$ cat config.mk
export PLATFORM = sky130hd
export DESIGN_NAME = adc_result_latch
export DESIGN_NICKNAME = d
export VERILOG_FILES = /design/src/rtl/adc_rl_pkg.sv /design/src/rtl/adc_rl_lock.sv /design/src/rtl/adc_rl_store.sv /design/src/rtl/adc_rl_status.sv /design/src/rtl/adc_rl_format.sv /design/src/rtl/adc_result_latch.sv
export SDC_FILE = /design/constraint.sdc
export NUM_CORES = 1
export LEC_CHECK = 0
export BUFFER_PORTS_ARGS = -buffer_cell sky130_fd_sc_hd__buf_2
export CORE_UTILIZATION = 44
export DETAILED_ROUTE_END_ITERATION = 6
export PLACE_DENSITY = 0.77
export SYNTH_ARGS = -nofsm -noshare
export SYNTH_HDL_FRONTEND = slang
export SYNTH_SLANG_ARGS = --single-unit
$ cat constraint.sdc
create_clock -name clk -period 1.79 [get_ports clk]
set_input_delay 0.0895 -clock clk [delete_from_list [all_inputs] [get_ports clk]]
set_output_delay 0.0895 -clock clk [all_outputs]
set_load 0.02 [all_outputs]
$ cat src/rtl/adc_rl_pkg.sv
package adc_rl_pkg;
  localparam int RES_W  = 10;
  localparam int BYTE_W = 8;
  localparam int SPILL  = RES_W - BYTE_W;   // bits that do not fit one byte
  localparam int PAD    = BYTE_W - SPILL;   // zero fill in the partial byte

  typedef logic [RES_W-1:0]  res_t;
  typedef logic [BYTE_W-1:0] byte_t;

  typedef struct packed {
    byte_t hi;
    byte_t lo;
  } pair_t;

  // Right-adjusted: full low byte, the spill bits at the bottom of the high byte.
  function automatic pair_t pack_right(input res_t r);
    pair_t p;
    p = '0;
    for (int i = 0; i < BYTE_W; i++) p.lo[i] = r[i];
    for (int i = 0; i < SPILL; i++)  p.hi[i] = r[BYTE_W+i];
    return p;
  endfunction

  // Left-adjusted: the top bits fill the high byte, the rest sit at the top of the low byte.
  function automatic pair_t pack_left(input res_t r);
    pair_t p;
    p = '0;
    for (int i = 0; i < BYTE_W; i++) p.hi[i] = r[SPILL+i];
    for (int i = 0; i < SPILL; i++)  p.lo[PAD+i] = r[i];
    return p;
  endfunction
endpackage

$ cat src/rtl/adc_rl_lock.sv
module adc_rl_lock (
  input  logic clk,
  input  logic rst_n,
  input  logic rd_lo,
  input  logic rd_hi,
  input  logic conv_done,
  output logic locked,
  output logic write_ok,
  output logic drop_evt
);
  logic lock_q;
  logic blocked;

  // A low read closes the window at once. A high read lets a same-cycle write through.
  assign blocked  = rd_lo | (lock_q & ~rd_hi);
  assign write_ok = conv_done & ~blocked;
  assign drop_evt = conv_done & blocked;
  assign locked   = lock_q;

  always_ff @(posedge clk or negedge rst_n) begin
    if (!rst_n)     lock_q <= 1'b0;
    else if (rd_lo) lock_q <= 1'b1;
    else if (rd_hi) lock_q <= 1'b0;
  end
endmodule

$ cat src/rtl/adc_rl_store.sv
module adc_rl_store
  import adc_rl_pkg::*;
(
  input  logic clk,
  input  logic rst_n,
  input  logic write_ok,
  input  res_t conv_value,
  output res_t stored
);
  res_t res_q;

  always_ff @(posedge clk or negedge rst_n) begin
    if (!rst_n)        res_q <= '0;
    else if (write_ok) res_q <= conv_value;
  end

  assign stored = res_q;
endmodule

$ cat src/rtl/adc_rl_status.sv
module adc_rl_status (
  input  logic clk,
  input  logic rst_n,
  input  logic conv_done,
  input  logic drop_evt,
  input  logic lost_clr,
  output logic done_pulse,
  output logic lost_flag
);
  logic done_q, lost_q;

  always_ff @(posedge clk or negedge rst_n) begin
    if (!rst_n) begin
      done_q <= 1'b0;
      lost_q <= 1'b0;
    end else begin
      done_q <= conv_done;
      if (drop_evt)      lost_q <= 1'b1;
      else if (lost_clr) lost_q <= 1'b0;
    end
  end

  assign done_pulse = done_q;
  assign lost_flag  = lost_q;
endmodule

$ cat src/rtl/adc_rl_format.sv
module adc_rl_format
  import adc_rl_pkg::*;
(
  input  res_t  stored,
  input  logic  align_left,
  output byte_t lo_byte,
  output byte_t hi_byte
);
  pair_t p;

  always_comb begin
    if (align_left) p = pack_left(stored);
    else            p = pack_right(stored);
  end

  assign lo_byte = p.lo;
  assign hi_byte = p.hi;
endmodule

$ cat src/rtl/adc_result_latch.sv
module adc_result_latch
  import adc_rl_pkg::*;
(
  input  logic       clk,
  input  logic       rst_n,
  input  logic       conv_done,
  input  logic [9:0] conv_value,
  input  logic       rd_lo,
  input  logic       rd_hi,
  input  logic       align_left,
  input  logic       lost_clr,
  output logic [7:0] lo_byte,
  output logic [7:0] hi_byte,
  output logic       locked,
  output logic       done_pulse,
  output logic       lost_flag
);
  // Named internal events, reachable by the bound checker.
  logic write_w;
  logic drop_w;
  res_t stored_w;

  adc_rl_lock u_lock (
    .clk(clk), .rst_n(rst_n), .rd_lo(rd_lo), .rd_hi(rd_hi),
    .conv_done(conv_done), .locked(locked), .write_ok(write_w), .drop_evt(drop_w)
  );

  adc_rl_store u_store (
    .clk(clk), .rst_n(rst_n), .write_ok(write_w),
    .conv_value(conv_value), .stored(stored_w)
  );

  adc_rl_status u_status (
    .clk(clk), .rst_n(rst_n), .conv_done(conv_done), .drop_evt(drop_w),
    .lost_clr(lost_clr), .done_pulse(done_pulse), .lost_flag(lost_flag)
  );

  adc_rl_format u_fmt (
    .stored(stored_w), .align_left(align_left),
    .lo_byte(lo_byte), .hi_byte(hi_byte)
  );
endmodule

**Word-level counts from Yosys, hierarchy flattened**

Index checks and enable logic that the tools add are counted.
W data, S select, Z words.

- Register bits: 13
- Input port bits: 17
- Output and inout port bits: 19
- Logic and storage cells: 17

- Mux-type cells: 5
- Bitwise gates (word level): 6
- Reduce and logical (&&, ||, !) cells: 2

Operators with widths:

| operator | number |
|---|---|
| $mux W16 | 1 |
| $mux W1 | 4 |
| $reduce_bool A2 Y1 | 2 |
| $and A1 B1 Y1 | 3 |
| $not A1 Y1 | 2 |
| $or A1 B1 Y1 | 1 |

**Logic depth before layout (Yosys ltp)**

- Depth in word-level cells: 5
- Gate-level depth with buffers: 4
- Depth with buffers taken out: 3

**Modules after synthesis**

A second synthesis with hierarchy kept.

- Cell total of the unflattened synthesis: 48
- Area total of the unflattened synthesis: 695.7 µm²

Modules (own cells, without submodules):

| module | instances | cells an instance | area each (µm²) | seq. area each (µm²) |
|---|---|---|---|---|
| adc_rl_store | 1 | 21 | 411.6 | 250.2 |
| adc_rl_format | 1 | 18 | 157.7 | 0.0 |
| adc_rl_lock | 1 | 5 | 65.1 | 25.0 |
| adc_rl_status | 1 | 4 | 61.3 | 50.0 |

**Least setup slack after synthesis**

OpenSTA, ideal clock, no wires.

- Path kind: register to register
- From: register u_lock.lock_q, in the netlist u_lock.locked
- To: register u_store.res_q[0], in the netlist u_store.stored[0]
- Library setup time: 0.125 ns
- Arrival time: 1.222 ns
- Data required time: 1.665 ns
- Slack: 0.443 ns
- Cell stages (with the launch flop): 5
- Path buffers: 1
- Clock period less this slack: 1.347 ns
- Path through: dfrtp_1 > nor2b_4 > nor3b_2 > buf_6 > mux2_2

- Cells in the longest elaborated chain, start to end: 4

RTL lines:

| what | RTL line | RTL |
|---|---|---|
| start, declared | adc_rl_lock.sv:11 | `logic lock_q;` |
| start signal, assigned | adc_rl_lock.sv:21 | `if (!rst_n) lock_q <= 1'b0;` |
| start signal, assigned | adc_rl_lock.sv:22 | `else if (rd_lo) lock_q <= 1'b1;` |
| start signal, assigned | adc_rl_lock.sv:23 | `else if (rd_hi) lock_q <= 1'b0;` |
| $and A1 B1 Y1 | adc_rl_lock.sv:15 | `assign blocked = rd_lo \| (lock_q & ~rd_hi);` |
| $or A1 B1 Y1 | adc_rl_lock.sv:15 |  |
| $not A1 Y1 | adc_rl_lock.sv:16 | `assign write_ok = conv_done & ~blocked;` |
| $and A1 B1 Y1 | adc_rl_lock.sv:16 |  |
| end signal, assigned | adc_rl_store.sv:14 | `else if (write_ok) res_q <= conv_value;` |
| end, declared | adc_rl_store.sv:10 | `res_t res_q;` |

Every way passes these cells.
A chain may end at the register's enable or synchronous reset.

**Worst setup path in the final report**

- From: register u_lock.lock_q, in the netlist u_lock.locked
- To: register u_store.res_q[6], in the netlist u_store.stored[6]

Same word-level chain as after synthesis.

==> flow_metrics.env <==
export IMPL_max_stage_delay_ns=0.37
export IMPL_io_buffers=35
export IMPL_synth_top_cell_by_area="dfrtp_1"
export IMPL_timing_rr_start="u_lock.locked$_DFFE_PN0P_"
export IMPL_drive_gt1_share_pct=65.1
export IMPL_rsz0062_at_grt="no"
export IMPL_fillers=120
export IMPL_antennaDiodeCount=0
export IMPL_die_area_um2=1570
export IMPL_seqCellArea_um2=325
export IMPL_fin_skew_ns=0.00427
export IMPL_clk_pin_slew_worst_paths_ns=0.08
export IMPL_status="finished clean"
export IMPL_leakagePower_uw=0.000436
export IMPL_final_cell_mix="buf_2, mux2_2, dfrtp_1"
export IMPL_worstPathRequired_ns=1.95
export IMPL_vias=485
export IMPL_syn_inst=47
export IMPL_drt_total_wl_um=1100
export IMPL_synth_area_top_cells="dfrtp_1, mux2_2, and2_1"
export IMPL_numCtsBuffers=3
export IMPL_grt_first_pass_wirelength_um=1610
export IMPL_yosys_warnings=0
export IMPL_setup_tns_ns=0
export IMPL_ys_seq_area_share_pct=52.2
export IMPL_htreeDepth=1
export IMPL_crit_fanout=10
export IMPL_cp_end_kind="flop"
export IMPL_multiInputGateArea_um2=274
export IMPL_gp_congestion=0.669
export IMPL_die_height_um=39.6
export IMPL_area_growth_pct=36.5
export IMPL_synth_area_um2=623
export IMPL_syn_num_nets=64
export IMPL_drc=0
export IMPL_final_common_cell="buf_2"
export IMPL_clockRootBuffer="clkbuf_4"
export IMPL_synth_top_cell_area_share_pct=52.2
export IMPL_hpwlAfterDp_um=859
export IMPL_cpMaxStageDelayCell="dfrtp_1"
export IMPL_reg2reg_slack_ns=0.48
export IMPL_cp_cell_sequence="nor2b_4, nor3b_2, buf_4, mux2_2"
export IMPL_wire_per_inst_um=10.9
export IMPL_drv_slew=0
export IMPL_hold_violations=0
export IMPL_gr_total_overflow=0
export IMPL_synth_seq_cells=13
export IMPL_max_freq_mhz=766
export IMPL_first_iter_violations=9
export IMPL_clk_insertion_delay_late_ns=0.27
export IMPL_finalSetupViolations=0
export IMPL_min_period_over_period_pct=73.0
export IMPL_critPathArrivalTime_ns=1.46
export IMPL_worstRegToRegCells=4
export IMPL_ir_drop_v=0.000469
export IMPL_grt_max_degree=17
export IMPL_grt_pass1_vias=377
export IMPL_initial_core_util_pct=47.9
export IMPL_crit_type="flop to flop"
export IMPL_synth_cell_types=12
export IMPL_core_um2=1300
export IMPL_maxSlewHeadroom_pct=80.7
export IMPL_pin_count=36
export IMPL_hold_path_depth=2
export IMPL_antenna_found_initial=0
export IMPL_worst_pin_slew_ns=0.290
export IMPL_hold_class="input pin to flop"
export IMPL_drtAntennaViolNets=0
export IMPL_worstHoldEndpoint="u_store.stored[4]$_DFFE_PN0P_"
export IMPL_cap_viol_max_count=0
export IMPL_power_density_nw_per_um2=952
export IMPL_drtPass1Iterations=2
export IMPL_syn_avg_cell_area_um2=13.3
export IMPL_utilization_pct=65.4
export IMPL_cts_sinks=13
export IMPL_r2r_end="u_store.stored[6]$_DFFE_PN0P_"
export IMPL_clock_path_buffers=2
export IMPL_drt_vias_per_instance=4.80
export IMPL_grtUsageTotal_pct=15.7
export IMPL_die_w_um=39.6
export IMPL_cts_tree="done"
export IMPL_num_rows=13
export IMPL_fin_crit_ns=1.31
export IMPL_hold_start="conv_value[4]"
export IMPL_nNetsFinal=104
export IMPL_crit_path_start_kind="flop"
-- power breakdown --
group / switching [uW] / internal [uW] / total (uW)
registers: 29.6 / 342 / 372
logic: 136 / 129 / 265
clock network: 86.8 / 86.1 / 173
-- Yosys cell counts, drive strengths merged --
library cell	number
nor3b	1
a22o	1
or2	1
mux2	14
clkbuf	2
dfrtp	13
buf	1
and2	6
nor2b	7
inv	1
-- metal layers --
layer | up-vias | share of wire [%] | global-route usage (%)
li1 | 236 | - | -
met1 | 227 | 43 | 19.4
met2 | 22 | 50 | 26.6
met3 | 0 | 7.2 | 3.41
met4 | 0 | 0 | 5.17
met5 | - | 0 | 0
-- cell type report --
class | instances | share of cell area [%]
Clock buffer | 4 | 3.09
Inverter | 1 | 0.441
Multi-Input combinational cell | 30 | 32.2
Sequential cell | 13 | 38.2
Tap cell | 15 | 2.21
Timing Repair Buffer | 38 | 23.8
-- cell families (layout without fill, tap and decap cells) --
logic type             count (synthesis)  count (layout)  synth area share [%]
buffers and inverters                  4              43                  3.81
flip-flops                            13              13                  52.2
AO/OA/AOI/OAI                          1               1                  1.41
AND/OR/NAND/NOR                       15              15                  17.3
multiplexers                          14              14                  25.3
-- worst max-delay path by stage --
stage | to | depth (start not counted) | slack [ns] | from
after floorplan | u_store.stored[0]$_DFFE_PN0P_ | 4 | 0.44 | u_lock.locked$_DFFE_PN0P_
after global placement | u_store.stored[7]$_DFFE_PN0P_ | 4 | 0.51 | u_lock.locked$_DFFE_PN0P_
after detailed placement | u_store.stored[6]$_DFFE_PN0P_ | 4 | 0.48 | u_lock.locked$_DFFE_PN0P_
after CTS | u_store.stored[6]$_DFFE_PN0P_ | 4 | 0.47 | u_lock.locked$_DFFE_PN0P_
after global routing | u_store.stored[7]$_DFFE_PN0P_ | 4 | 0.43 | u_lock.locked$_DFFE_PN0P_
final | u_store.stored[6]$_DFFE_PN0P_ | 4 | 0.48 | u_lock.locked$_DFFE_PN0P_
-- stage by stage --
| step | area, um2 | total power [uW] | setup WS (ns) | hold slack, ns | instances |
|---|---|---|---|---|---|
| 2_1_floorplan | 623 | 552 | 0.443 | -0.206 | 47 |
| 3_3_place_gp | 805 | 635 | 0.512 | -0.0145 | 95 |
| 3_5_place_dp | 805 | 643 | 0.484 | -0.00979 | 95 |
| 4_1_cts | 851 | 821 | 0.473 | 0.0412 | 101 |
| 5_1_grt | 851 | 859 | 0.431 | 0.0466 | 101 |
| 6_report | 851 | 810 | 0.484 | 0.0456 | 101 |
-- critical path: cells and delay by family (launching register included) --
kind	cells	cell delay, ns
DFF	1	0.37
muxes	1	0.35
and+or+nand+nor	2	0.27
buffers and inverters	1	0.20
-- sequential cells by signal, summed over array words and instances (netlist names) --
signal and count:
u_lock.locked 1, u_status.done_pulse 1, u_status.lost_flag 1, u_store.stored 10
-- what timing repair did --
action / in CTS / in global routing
endpoints found under the hold margin: 14 / 0
hold buffers: 2 / 0
resized for setup: 0 / 0
setup buffers: 0 / 0
Power figures use the tool's default switching activity.
